### src/rtl/vsm_pkg.sv
package vsm_pkg;
  localparam int CMP_W = 16;
  typedef logic [CMP_W-1:0] cmp_t;

  typedef struct packed {
    logic valid;
    logic bad;
  } meas_ev_t;

  function automatic cmp_t abs_gap(cmp_t a, cmp_t b);
    return (a >= b) ? (a - b) : (b - a);
  endfunction
endpackage

### src/rtl/vsm_rise_det.sv
module vsm_rise_det (
  input  logic clk,
  input  logic rst_n,
  input  logic lvl,
  output logic rise
);
  logic prev;

  always_ff @(posedge clk) begin
    if (!rst_n) prev <= 1'b0;
    else        prev <= lvl;
  end

  assign rise = lvl & ~prev;
endmodule

### src/rtl/vsm_line_meter.sv
module vsm_line_meter
  import vsm_pkg::*;
#(
  parameter int LINE_W = 13,
  parameter int TOL_W  = 8
) (
  input  logic              clk,
  input  logic              rst_n,
  input  logic              hs_rise,
  input  logic [LINE_W-1:0] exp_len,
  input  logic [TOL_W-1:0]  tol,
  output meas_ev_t          ev,
  output logic [LINE_W-1:0] meas_len,
  output logic              err
);
  localparam logic [LINE_W-1:0] CMAX = '1;
  localparam logic [LINE_W-1:0] ONE  = LINE_W'(1);

  logic [LINE_W-1:0] cnt;
  logic              seen;
  logic              timeout;
  cmp_t              gap;

  assign timeout = !hs_rise && (cnt == CMAX - ONE);
  assign gap     = abs_gap(cmp_t'(cnt), cmp_t'(exp_len));
  assign ev.valid = (hs_rise && seen) || timeout;
  assign ev.bad   = timeout || (gap > cmp_t'(tol));

  always_ff @(posedge clk) begin
    if (!rst_n) begin
      cnt      <= '0;
      seen     <= 1'b0;
      meas_len <= '0;
      err      <= 1'b0;
    end else begin
      if (hs_rise)          cnt <= ONE;
      else if (cnt != CMAX) cnt <= cnt + ONE;
      if (hs_rise) seen <= 1'b1;
      if (ev.valid) begin
        meas_len <= timeout ? CMAX : cnt;
        err      <= ev.bad;
      end
    end
  end
endmodule

### src/rtl/vsm_frame_meter.sv
module vsm_frame_meter
  import vsm_pkg::*;
#(
  parameter int FRAME_W = 11,
  parameter int TOL_W   = 8
) (
  input  logic               clk,
  input  logic               rst_n,
  input  logic               hs_rise,
  input  logic               vs_rise,
  input  logic [FRAME_W-1:0] exp_lines,
  input  logic [TOL_W-1:0]   tol,
  input  logic               interlaced,
  output meas_ev_t           ev,
  output logic [FRAME_W-1:0] meas_lines,
  output logic               err
);
  localparam logic [FRAME_W-1:0] CMAX = '1;
  localparam logic [FRAME_W-1:0] ONE  = FRAME_W'(1);

  logic [FRAME_W-1:0] cnt;
  logic               seen;
  cmp_t               half_lo, half_hi, gap_full, gap_lo, gap_hi, tol_c;
  logic               off_prog, off_il;

  assign half_lo  = cmp_t'(exp_lines >> 1);
  assign half_hi  = half_lo + cmp_t'(exp_lines[0]);
  assign tol_c    = cmp_t'(tol);
  assign gap_full = abs_gap(cmp_t'(cnt), cmp_t'(exp_lines));
  assign gap_lo   = abs_gap(cmp_t'(cnt), half_lo);
  assign gap_hi   = abs_gap(cmp_t'(cnt), half_hi);
  assign off_prog = gap_full > tol_c;
  assign off_il   = (gap_lo > tol_c) && (gap_hi > tol_c);

  assign ev.valid = vs_rise && seen;
  assign ev.bad   = interlaced ? off_il : off_prog;

  always_ff @(posedge clk) begin
    if (!rst_n) begin
      cnt        <= '0;
      seen       <= 1'b0;
      meas_lines <= '0;
      err        <= 1'b0;
    end else begin
      if (vs_rise)                      cnt <= hs_rise ? ONE : '0;
      else if (hs_rise && cnt != CMAX)  cnt <= cnt + ONE;
      if (vs_rise) seen <= 1'b1;
      if (ev.valid) begin
        meas_lines <= cnt;
        err        <= ev.bad;
      end
    end
  end
endmodule

### src/rtl/vsync_freerun_mon.sv
module vsync_freerun_mon
  import vsm_pkg::*;
#(
  parameter int LINE_W   = 13,
  parameter int FRAME_W  = 11,
  parameter int TOL_W    = 8,
  parameter int GOOD_RUN = 2
) (
  input  logic               clk,
  input  logic               rst_n,
  input  logic               hs,
  input  logic               vs,
  input  logic [LINE_W-1:0]  cfg_line_len,
  input  logic [TOL_W-1:0]   cfg_line_tol,
  input  logic [FRAME_W-1:0] cfg_frame_len,
  input  logic [TOL_W-1:0]   cfg_frame_tol,
  input  logic               cfg_interlaced,
  output logic               free_run,
  output logic               line_err,
  output logic               frame_err,
  output logic [LINE_W-1:0]  meas_line_len,
  output logic [FRAME_W-1:0] meas_frame_lines
);
  localparam int SW = $clog2(GOOD_RUN + 1);
  localparam logic [SW-1:0] RUN_T = SW'(GOOD_RUN);

  logic [1:0] sync_lvl, sync_rise;
  assign sync_lvl = {vs, hs};

  for (genvar g = 0; g < 2; g++) begin : g_sync
    vsm_rise_det u_rise (
      .clk  (clk),
      .rst_n(rst_n),
      .lvl  (sync_lvl[g]),
      .rise (sync_rise[g])
    );
  end

  meas_ev_t line_ev, frame_ev;

  vsm_line_meter #(.LINE_W(LINE_W), .TOL_W(TOL_W)) u_line (
    .clk     (clk),
    .rst_n   (rst_n),
    .hs_rise (sync_rise[0]),
    .exp_len (cfg_line_len),
    .tol     (cfg_line_tol),
    .ev      (line_ev),
    .meas_len(meas_line_len),
    .err     (line_err)
  );

  vsm_frame_meter #(.FRAME_W(FRAME_W), .TOL_W(TOL_W)) u_frame (
    .clk       (clk),
    .rst_n     (rst_n),
    .hs_rise   (sync_rise[0]),
    .vs_rise   (sync_rise[1]),
    .exp_lines (cfg_frame_len),
    .tol       (cfg_frame_tol),
    .interlaced(cfg_interlaced),
    .ev        (frame_ev),
    .meas_lines(meas_frame_lines),
    .err       (frame_err)
  );

  logic [SW-1:0] line_run, frame_run, line_run_n, frame_run_n;
  logic          any_bad, fr_n;

  function automatic logic [SW-1:0] run_step(meas_ev_t e, logic [SW-1:0] cur);
    if (!e.valid)     return cur;
    if (e.bad)        return '0;
    if (cur == RUN_T) return cur;
    return cur + SW'(1);
  endfunction

  always_comb begin
    line_run_n  = run_step(line_ev, line_run);
    frame_run_n = run_step(frame_ev, frame_run);
    any_bad     = (line_ev.valid && line_ev.bad) || (frame_ev.valid && frame_ev.bad);
    if (any_bad)                                         fr_n = 1'b1;
    else if (line_run_n == RUN_T && frame_run_n == RUN_T) fr_n = 1'b0;
    else                                                 fr_n = free_run;
  end

  always_ff @(posedge clk) begin
    if (!rst_n) begin
      line_run  <= '0;
      frame_run <= '0;
      free_run  <= 1'b1;
    end else begin
      line_run  <= line_run_n;
      frame_run <= frame_run_n;
      free_run  <= fr_n;
    end
  end
endmodule

### config.mk
export PLATFORM = sky130hd
export DESIGN_NAME = vsync_freerun_mon
export DESIGN_NICKNAME = d
export VERILOG_FILES = /design/src/rtl/vsm_pkg.sv /design/src/rtl/vsm_rise_det.sv /design/src/rtl/vsm_line_meter.sv /design/src/rtl/vsm_frame_meter.sv /design/src/rtl/vsync_freerun_mon.sv
export SDC_FILE = /design/constraint.sdc
export NUM_CORES = 1
export LEC_CHECK = 0
export ABC_AREA = 1
export BUFFER_PORTS_ARGS = -buffer_cell sky130_fd_sc_hd__buf_2
export CAP_MARGIN = 30
export CORE_ASPECT_RATIO = 0.75
export CORE_UTILIZATION = 55
export CTS_BUF_LIST = sky130_fd_sc_hd__clkbuf_4
export DETAILED_ROUTE_END_ITERATION = 16
export PLACE_DENSITY = 0.74
export SETUP_SLACK_MARGIN = 0.05
export SYNTH_ARGS = -nofsm -noshare
export SYNTH_HDL_FRONTEND = slang
export SYNTH_SLANG_ARGS = --single-unit
export TNS_END_PERCENT = 1
### constraint.sdc
create_clock -name clk -period 4.35 [get_ports clk]
set_input_delay 0 -clock clk [delete_from_list [all_inputs] [get_ports clk]]
set_output_delay 0 -clock clk [all_outputs]
set_load 0.01 [all_outputs]
# --- Yosys cells after proc, flatten, opt, wreduce, memory -nomap -nowiden ---
# Cells that the tools add are included.
totals:
  reg_bits: 59
  output_inout_bits: 27
op_classes:
  add_sub_neg: 13
  magnitude_cmp: 8
  n_eq_ne: 7
  n_mux: 33
  n_bitwise: 5
  n_reduce_logical: 16
ops:
  columns: ["operator", "count"]
  rows:
  - ["$gt 16x8->1", 4]
  - ["$mux 16", 4]
  - ["$sub 13x13->14", 2]
  - ["$mux 2", 12]
  - ["$sub 11x11->12", 2]
  - ["$mux 11", 2]
  - ["$ge 11x16->1", 1]
  - ["$sub 11x16->16", 1]
  - ["$sub 16x11->16", 1]
  - ["$mux 1", 14]
  - ["$add 13x1->13 const B", 1]
  - ["$eq 13x13->1 const B", 1]
  - ["$ge 13x13->1", 1]
  - ["$mux 13", 1]
  - ["$ne 13x13->1 const B", 1]
  - ["$sub 10x11->12", 1]
  - ["$sub 11x10->12", 1]
  - ["$add 10x1->11", 1]
  - ["$add 11x1->11 const B", 1]
  - ["$ge 11x10->1", 1]
  - ["$ge 11x11->1", 1]
  - ["$ne 11x11->1 const B", 1]
  - ["$eq 2x2->1 const B", 4]
  - ["$logic_and 1x1->1", 8]
  - ["other kinds (7)", 15]

# --- Depth between registers and ports, before layout ---
# Gate-level depths: netlist (run 1).
logic_depth:
  word_depth: 15
  depth_mapped: 37

# --- Hierarchy ---
# A second synthesis (run 1) with hierarchy kept.
hier_totals:
  hier_cells: 1461
  area_unflattened_um2: 8702.1
modules_own_cells:
  columns: ["module", "instances", "cells_per_inst", "area_each_um2", "seq_area_each_um2"]
  rows:
  - ["vsm_frame_meter", 1, 918, 5356.4, 480.5]
  - ["vsm_line_meter", 1, 493, 2996.6, 560.5]
  - ["vsync_freerun_mon", 1, 40, 274.0, 100.1]
  - ["vsm_rise_det", 2, 5, 37.5, 20.0]

# --- Worst setup path before layout (run 1) ---
# No wires, ideal clock.
synth_path:
  kind: "input to register"
  start: "in cfg_frame_len[0]"
  end: "reg free_run"
  setup_time_ns: 0.113
  arrival_time_ns: 3.663
  required_time_ns: 4.237
  slack_ns: 0.574
  path_stages: 33
  path_buffers: 1
  cell_sequence: "ha_1 > nand3_1 > nor2_1 > inv_1 > nor2_1 > inv_1 > nor2_1 > nand3_1 > xor2_1 > inv_1 > ha_1 > nand2_1 > nor2_1 > inv_1 > nor2_1 > nand2_1 > nand2_1 > nor2_1 > nand2_1 > buf_2 > mux2i_1 > xor2_1 > inv_1 > ha_1 > nand3_1 > o41ai_1 > a21oi_1 > nand2_1 > nand2_1 > nand2_1 > nand2_1 > nor2_1 > nand2_1"
synth_via:
  elab_chain_len: 13
  elab_cells_between_ends: 25
  classes_between: "add/sub (5); order compare (4); eq/ne (1); mux (10); reduce/logical (5)"
synth_lines:
  columns: ["item", "line_no", "source"]
  rows:
  - ["start: declaration", "vsync_freerun_mon.sv:15", "input logic [FRAME_W-1:0] cfg_frame_len,"]
  - ["$add 10x1->11", "vsm_frame_meter.sv:27", "assign half_hi = half_lo + cmp_t'(exp_lines[0]);"]
  - ["$sub 16x11->16, or another cell as far along", "vsm_pkg.sv:11", "return (a >= b) ? (a - b) : (b - a);"]
  - ["$mux 16", "vsm_pkg.sv:11", null]
  - ["$gt 16x8->1", "vsm_frame_meter.sv:33", "assign off_il = (gap_lo > tol_c) && (gap_hi > tol_c);"]
  - ["$logic_and 1x1->1", "vsm_frame_meter.sv:33", null]
  - ["$mux 1 *", "vsm_frame_meter.sv:36", "assign ev.bad = interlaced ? off_il : off_prog;"]
  - ["$mux 2", "vsync_freerun_mon.sv:70", "if (e.bad) return '0;"]
  - ["$mux 2", "vsync_freerun_mon.sv:71", "if (cur == RUN_T) return cur;"]
  - ["$mux 2", "vsync_freerun_mon.sv:72", "return cur + SW'(1);"]
  - ["$mux 2", "vsync_freerun_mon.sv:71", null]
  - ["$mux 2", "vsync_freerun_mon.sv:70", null]
  - ["$eq 2x2->1", "vsync_freerun_mon.sv:80", "else if (line_run_n == RUN_T && frame_run_n == RUN_T) fr_n = 1'b0;"]
  - ["$logic_and 1x1->1", "vsync_freerun_mon.sv:80", null]
  - ["end signal: assignment", "vsync_freerun_mon.sv:92", "free_run <= fr_n;"]
  - ["end: declaration", "vsync_freerun_mon.sv:18", "output logic free_run,"]
# Mark *: on every way between the ends. The rest lies on a longest branch, timed or not. The select of a mux whose other input is x is not followed.
# A chain may end at the register's enable or synchronous reset.

# --- Worst setup path after layout (run 1) ---
layout_path:
  start: "reg u_frame.cnt[7]"
  end: "reg free_run"
layout_via:
  elab_chain_len: 12
  elab_cells_between_ends: 29
  classes_between: "add/sub (6); order compare (6); eq/ne (1); mux (11); reduce/logical (5)"
layout_lines:
  columns: ["item", "line_no", "source"]
  rows:
  - ["start: declaration", "vsm_frame_meter.sv:21", "logic [FRAME_W-1:0] cnt;"]
  - ["start signal: assignment", "vsm_frame_meter.sv:45", "if (vs_rise) cnt <= hs_rise ? ONE : '0;"]
  - ["start signal: assignment", "vsm_frame_meter.sv:46", "else if (hs_rise && cnt != CMAX) cnt <= cnt + ONE;"]
  - ["$sub 16x11->16, or another cell as far along", "vsm_pkg.sv:11", null]
  - ["$mux 16", "vsm_pkg.sv:11", null]
  - ["$gt 16x8->1", "vsm_frame_meter.sv:33", null]
  - ["$logic_and 1x1->1", "vsm_frame_meter.sv:33", null]
  - ["$mux 1 *", "vsm_frame_meter.sv:36", null]
  - ["$mux 2", "vsync_freerun_mon.sv:70", null]
  - ["$mux 2", "vsync_freerun_mon.sv:71", null]
  - ["$mux 2", "vsync_freerun_mon.sv:72", null]
  - ["$mux 2", "vsync_freerun_mon.sv:71", null]
  - ["$mux 2", "vsync_freerun_mon.sv:70", null]
  - ["$eq 2x2->1", "vsync_freerun_mon.sv:80", null]
  - ["$logic_and 1x1->1", "vsync_freerun_mon.sv:80", null]
# Marked as above.

==> summary.md, run 1 <==
| Metric | Value |
|---|---|
| Startpoint class of the critical path | `flip-flop` |
| Vias per cell | `~5.3` |
| RSZ-0062 raised after global routing | `yes` |
| Router iterations before antenna repair | `6` |
| Reg2reg end | `free_run` |
| Synthesis-to-finish area growth | `16.3%` |
| Endpoints failing hold | `0` |
| Synthesized area | `8460 um^2` |
| Number of fill cells in the layout | `1,445` |
| Total power | `1.79 mW` |
| Most frequent cells after synthesis | `nand2_1, inv_1, a21oi_1, ha_1, nor2_1` |
| Synth warn | `0` |
| #FFs+latches synth | `59` |
| Hold Crit Class | `in2reg` |
| Setup Crit Path Kind | `reg2reg` |
| Worst Hold Depth | `6` |
| CTS tree | `done` |
| Fin area | `between 9000 and 10,000 um^2` |
| Crit end category | `flip-flop` |
| Fmax | `0.249 GHz` |
| Initial antenna violation count | `0` |
| Chip width | `145 um` |
| EDFF count, synth | `0` |
| Async set-or-reset flop fraction in the synthesized netlist | `0%` |
| Layout cells sized above 1 | `13.7%` |
| Final net count | `1,742` |
| Sw Share | `37.2%` |
| Peak supply drop | `~250 uV` |
| FF-to-FF setup slack | `0.33 ns` |
| Post-DP HPWL | `between 20,000 and 25,000 um` |
| Status | `complete, no violations` |
| I/O Buffers | `71` |
| Core region area | `14,700 um^2` |
| Routability cong. | `~1` |
| DR WL/cell | `15.4 um` |
| GRT Util Overall | `34.1%` |
| Seq/Total Area, Yosys | `14.0%` |
| WL final | `27,100 um` |
| Cell internal pwr | `1.12 mW` |
| GRT Residual Overflow | `0` |
| Worst-path clk slew | `0.10 ns` |
| Worst-Skew Late Latency | `around 0.4 ns` |
| Slew @ Worst Pin | `0.818 ns` |
| First-pass GRT wire length | `42,700 um` |
| Die height | `109 um` |
| Top FF cell, synth | `dfxtp_1` |
| HP Start | `cfg_interlaced` |
| Nets in the synthesized netlist | `1,603` |
| Comb pwr share | `40.8%` |
| Syn Area/Cell | `5.96 um^2` |
| Top cells by area, synth | `ha_1, nand2_1, dfxtp_1` |
| PD cells | `182 nW/um^2` |
| Synth top area share | `19.1%` |
| Vias | `9,383` |
| Sequential power share | `a little under a third` |
| Crit Reg-Reg Startpoint | `u_frame.cnt[7]` |
| Lkg Pwr | `about 5.4 nW` |
| Row cnt | `38` |
| Hold endpoint | `u_frame.err` |
| Slew Limit Fails | `0` |
| # clock sinks | `59` |
| IO Count | `72` |
| Reg2Reg Depth | `25` |
| Worst Clk Skew | `about 0.015 ns` |
| CTS Buffer Depth | `2` |
| Number of global-route vias before repair | `8,248` |
| Max-cap violations | `0` |
| Ant. Diodes | `0` |
| DR iter-0 viols | `995` |
| DR DRC count | `0` |
| CP required | `roughly 4.7 ns` |
| # setup viols final | `0` |
| Total CTS buffers | `9` |
| Post-Route Setup TNS | `0 ns` |
| Die area | `15,900 um^2` |
| Post-Syn Instances | `1,421` |
| Most frequent cell after synthesis | `nand2_1` |
| Worst EP arrival | `4.32 ns` |
| Clock tree root driver cell | `clkbuf_4` |
| Clock power frac | `between 20% and 30%` |
| Final min period | `between 4 and 5 ns` |
| H-tree depth | `3` |
| Largest net degree at the start of global routing | `27` |
| Placed instance area | `9470 um^2` |
| Final period utilization | `92.3%` |
| Net Switching | `0.665 mW` |
| Starting Density | `between 50 and 60%` |
| Leading area contributor after synthesis | `ha_1` |
| Slew margin rel. | `between 40% and 50%` |
| Yosys cell types | `45` |
| DRT antenna net count | `0` |
| Crit Path Max Fanout | `8` |
## critical path, stage by stage (launching register included)
cell and delay [ns]:
dfxtp_1 0.53, ha_1 0.38, a21oi_1 0.25, o21ai_1 0.14, nand2_1 0.09, nand3_1 0.10
buf_4 0.17, mux2i_2 0.18, xor2_1 0.23, buf_4 0.17, inv_1 0.04, ha_1 0.26
nand2_1 0.11, nor2_1 0.06, nor2_1 0.08, nand3_1 0.09, nand2_2 0.17, nand2_1 0.07
nor2_1 0.11, nand3_1 0.11, o21ai_2 0.19, nand2_1 0.09, nand2_2 0.08, nand2_1 0.05
nor2_1 0.08, nand2_1 0.07
## timing repair
action | CTS | global route
buffers inserted | 0 | 4
hold endpoints to repair | 14 | 0
gates resized for setup | 0 | 33
setup endpoints to repair | 0 | 4
hold buffers | 5 | 0
## cells in the final DEF, fill, tap and decap left out, types with 10 or more instances in the layout
cell | synthesis | final
o21ai_0 | 67 | 63
clkbuf_4 | 0 | 10
xor2_1 | 25 | 24
nand4_1 | 22 | 22
nand2_1 | 404 | 400
a21oi_1 | 129 | 127
nor2_1 | 125 | 122
inv_1 | 251 | 248
nor3_1 | 10 | 10
o21bai_1 | 12 | 12
ha_1 | 129 | 124
buf_2 | 8 | 71
dfxtp_1 | 59 | 56
buf_4 | 1 | 71
nor2_2 | 7 | 10
nand3_1 | 84 | 83
## state kept, by name (all words and copies together) (netlist names)
signal	cells
free_run	1
line_run	2
g_sync.u_rise.prev	2
u_frame.cnt	11
u_line.err	1
u_frame.err	1
u_frame.meas_lines	11
u_line.cnt	13
u_line.meas_len	13
frame_run	2
u_line.seen	1
u_frame.seen	1
## cells by family after synthesis
kind of cell | synth area share [%]
simple gates | 33.1
mux | 0.843
flops | 14.0
compound gates | 15.2
fa+ha+maj | 21.0
xor+xnor | 3.31
buf+inv | 12.7
## power by group through the flow
stage | Sequential [mW] | Combinational, mW | Clock (mW)
4_1_cts | 0.563 | 0.692 | 0.497
3_5_place_dp | 0.575 | 0.684 | 0
3_3_place_gp | 0.576 | 0.672 | 0
6_report | 0.564 | 0.729 | 0.495
5_1_grt | 0.566 | 0.817 | 0.527
2_1_floorplan | 0.579 | 0.445 | 0
## layout make-up
| cell class | count | area, um^2 | share of cell area, % |
|---|---|---|---|
| multi-input cells | 1084 | 6310 | 64.1 |
| flip-flops and latches | 59 | 1180 | 12.0 |
| inverters | 259 | 978 | 9.94 |
| repair buffers | 147 | 938 | 9.53 |
| well taps | 200 | 250 | 2.54 |
| clock inverters | 6 | 104 | 1.06 |
| clock buffers | 10 | 75.1 | 0.763 |
## stage by stage
stage | hold WS [ns] | worst slack (ns) | instances | utilization, %
4_1_cts | 0.224 | 0.136 | 1761 | 65.8
2_1_floorplan | 0.0935 | 0.574 | 1421 | -
5_1_grt | 0.210 | -0.0118 | 1765 | 66.8
3_3_place_gp | 0.197 | 0.0636 | 1740 | 64.3
6_report | 0.185 | 0.333 | 1765 | 66.8
3_5_place_dp | 0.199 | -0.0496 | 1740 | 64.3
## worst max-delay path by stage
stage                     startpoint        to  slack, ns  cells after the start
finish                u_frame.cnt[7]  free_run       0.33                     25
global route          u_frame.cnt[0]  free_run      -0.01                     30
CTS                   u_frame.cnt[0]  free_run       0.14                     31
detailed placement  cfg_frame_len[0]  free_run      -0.05                     33
global placement    cfg_frame_len[0]  free_run       0.06                     33
floorplan           cfg_frame_len[0]  free_run       0.57                     33
## metal layers
metal / GRT usage [%] / routed length, um / vias to the layer above
li1: - / - / 4804
met3: 10.6 / 3330 / 28
met5: 0 / 0 / -
met2: 45.3 / 9530 / 407
met1: 52.7 / 14000 / 4144
met4: 5.11 / 271 / 0
Note: power is estimated with default switching activity, not from simulation.
==> inputs of run 2 (changes only) <==
--- a/config.mk
+++ b/config.mk
@@ -13,6 +13,7 @@
 export CTS_BUF_LIST = sky130_fd_sc_hd__clkbuf_4
 export DETAILED_ROUTE_END_ITERATION = 16
 export PLACE_DENSITY = 0.74
+export RECOVER_POWER = 50
 export SETUP_SLACK_MARGIN = 0.05
 export SYNTH_ARGS = -nofsm -noshare
 export SYNTH_HDL_FRONTEND = slang
==> run 2 against run 1 <==
Effect of this change: flip-flop and latch count is the same; setup slack better by 0.0058 ns; maximum frequency up 0.14%; clock power is essentially flat; sequential share of layout area about the same; critical endpoint unchanged; highest routed layer unchanged.
==> summary.md, run 2 (same netlist as run 1, synthesis figures left out) <==
| Metric | Value |
|---|---|
| Total power | `1.79 mW (about the same)` |
| Total CTS buffers | `9 (unchanged)` |
| Lkg Pwr | `5.27 nW (was 5.39 nW)` |
| PD cells | `182 nW/um^2 (about the same)` |
| HP Start | `cfg_interlaced (unchanged)` |
| IO Count | `72 (unchanged)` |
| I/O Buffers | `71 (unchanged)` |
| Most common cell after layout, fill and taps aside | `nand2_1 (unchanged)` |
| Final period utilization | `92.2% (was 92.3%)` |
| Setup Crit Path Kind | `reg2reg (unchanged)` |
| Worst Hold Depth | `6 (unchanged)` |
| Reg2Reg Depth | `24 (was 25)` |
| Fin area | `9810 um^2 (was 9840 um^2)` |
| DRT antenna net count | `0 (unchanged)` |
| Layout cells sized above 1 | `11.9% (was 13.7%)` |
| GRT Residual Overflow | `0 (unchanged)` |
| Worst EP arrival | `4.31 ns (was 4.32 ns)` |
| # setup viols final | `0 (unchanged)` |
| Vias per cell | `5.31 (was 5.32)` |
| CTS Buffer Depth | `2 (unchanged)` |
| DR WL/cell | `15.3 um (was 15.4 um)` |
| Endpoints failing hold | `0 (unchanged)` |
| Crit Reg-Reg Startpoint | `u_frame.cnt[4] (was u_frame.cnt[7])` |
| Fmax | `0.249 GHz (about the same)` |
| Vias | `9,364 (was 9,383)` |
| Worst Clk Skew | `0.0166 ns (was 0.0154 ns)` |
| WL final | `27,000 um (was 27,100 um)` |
| Ant. Diodes | `0 (unchanged)` |
| CTS tree | `done (unchanged)` |
| Routability cong. | `0.994 (unchanged)` |
| DR iter-0 viols | `1,014 (was 995)` |
| RSZ-0062 raised after global routing | `yes (unchanged)` |
| H-tree depth | `3 (unchanged)` |
| Hold Crit Class | `in2reg (unchanged)` |
| Placed instance area | `9470 um^2 (unchanged)` |
| Largest net degree at the start of global routing | `27 (unchanged)` |
| Final net count | `1,742 (unchanged)` |
| Most frequent cells in the layout | `nand2_1, inv_1, a21oi_1 (unchanged)` |
| Status | `complete, no violations (unchanged)` |
| DR DRC count | `0 (unchanged)` |
| Hold endpoint | `u_frame.err (unchanged)` |
| Slew margin rel. | `45.3% (about the same)` |
| Peak supply drop | `255 uV (was 254 uV)` |
| Chip width | `145 um (unchanged)` |
| Initial antenna violation count | `0 (unchanged)` |
| Synthesis-to-finish area growth | `15.9% (was 16.3%)` |
| Startpoint class of the critical path | `flip-flop (unchanged)` |
| Largest regs | `u_line.cnt: 13 flops, u_line.meas_len: 13 flops (unchanged)` |
| Clock tree root driver cell | `clkbuf_4 (unchanged)` |
| CP required | `4.65 ns (was 4.66 ns)` |
| Die height | `109 um (unchanged)` |
| Row cnt | `38 (unchanged)` |
| Slew @ Worst Pin | `0.817 ns (was 0.818 ns)` |
| Final min period | `4.01 ns (was 4.02 ns)` |
| GRT Util Overall | `34.1% (unchanged)` |
| Router iterations before antenna repair | `6 (unchanged)` |
| Crit Path Max Fanout | `8 (unchanged)` |
| FF-to-FF setup slack | `0.34 ns (was 0.33 ns)` |
| First-pass GRT wire length | `42,700 um (unchanged)` |
| Core region area | `14,700 um^2 (unchanged)` |
| Crit end category | `flip-flop (unchanged)` |
| Number of global-route vias before repair | `8,248 (unchanged)` |
| Number of fill cells in the layout | `1,457 (was 1,445)` |
| Starting Density | `57.4% (unchanged)` |
| Die area | `15,900 um^2 (unchanged)` |
| Post-DP HPWL | `22,900 um (unchanged)` |
| Slew Limit Fails | `0 (unchanged)` |
| # clock sinks | `59 (unchanged)` |
| Worst-path clk slew | `0.11 ns (was 0.10 ns)` |
| Worst-Skew Late Latency | `0.41 ns (about the same)` |
| Max-cap violations | `0 (unchanged)` |
| Reg2reg end | `free_run (unchanged)` |
[run 2: through the flow]
step | setup TNS [ns] | instances | hold WS [ns] | worst slack, ns | util, %
after floorplan | 0 | 1421 | 0.0935 | 0.574 | -
after global placement | 0 | 1740 | 0.197 | 0.0636 | 64.3
after detailed placement | -0.0496 | 1740 | 0.199 | -0.0496 | 64.3
after CTS | 0 | 1761 | 0.224 | 0.136 | 65.8
after global routing | -0.0120 | 1765 | 0.210 | -0.0120 | 66.5
final | 0 | 1765 | 0.184 | 0.339 | 66.5
[run 2: final cells by class]
type,instances,area (um^2),share of cell area [%]
inverter,259,978,9.98
multi-input combinational,1084,6310,64.4
clock inverter,6,104,1.06
timing repair buffer,147,903,9.21
tap,200,250,2.55
sequential,59,1180,12.1
clock buffer,10,75.1,0.765
[run 2: timing repair]
action,in CTS,in global routing
setup endpoints to repair,0,4
hold buffers,5,0
setup buffers,0,4
gates resized for setup,0,33
hold endpoints to repair,14,0
[run 2: per-layer routing]
metal / share of wire [%] / vias up / track usage, %
met1: 52 / 4144 / 52.7
met3: 12 / 21 / 10.6
li1: - / 4804 / -
met5: 0 / - / 0
met4: 0.96 / 0 / 5.11
met2: 35 / 395 / 45.3
[run 2: worst max-delay path, cell delays in order (launching register included)]
cell and delay, ns:
dfxtp_1 0.40, buf_4 0.18, ha_1 0.38, nand2_1 0.15, nor2_1 0.29, nand4_1 0.20
nand3_4 0.19, buf_4 0.18, mux2i_1 0.23, xor2_1 0.18, inv_1 0.08, ha_1 0.27
nand2_1 0.05, nor2_1 0.14, nand4_1 0.09, nand2_1 0.08, nand3_1 0.08, nor2_1 0.10
nand3_1 0.11, nand2_2 0.15, nand2_1 0.08, nand2_2 0.08, nand2_1 0.05, nor2_1 0.08
nand2_1 0.07
[run 2: worst max path at each step]
stage                          start  endpoint  slack (ns)
floorplan           cfg_frame_len[0]  free_run        0.57
global placement    cfg_frame_len[0]  free_run        0.06
detailed placement  cfg_frame_len[0]  free_run       -0.05
CTS                   u_frame.cnt[0]  free_run        0.14
global route          u_frame.cnt[0]  free_run       -0.01
finish                u_frame.cnt[4]  free_run        0.34
[run 2: power breakdown]
group	leakage (nW)	internal, mW	switching, mW
Clock	0.0978	0.294	0.201
Sequential	0.480	0.554	0.00987
Combinational	4.70	0.273	0.454
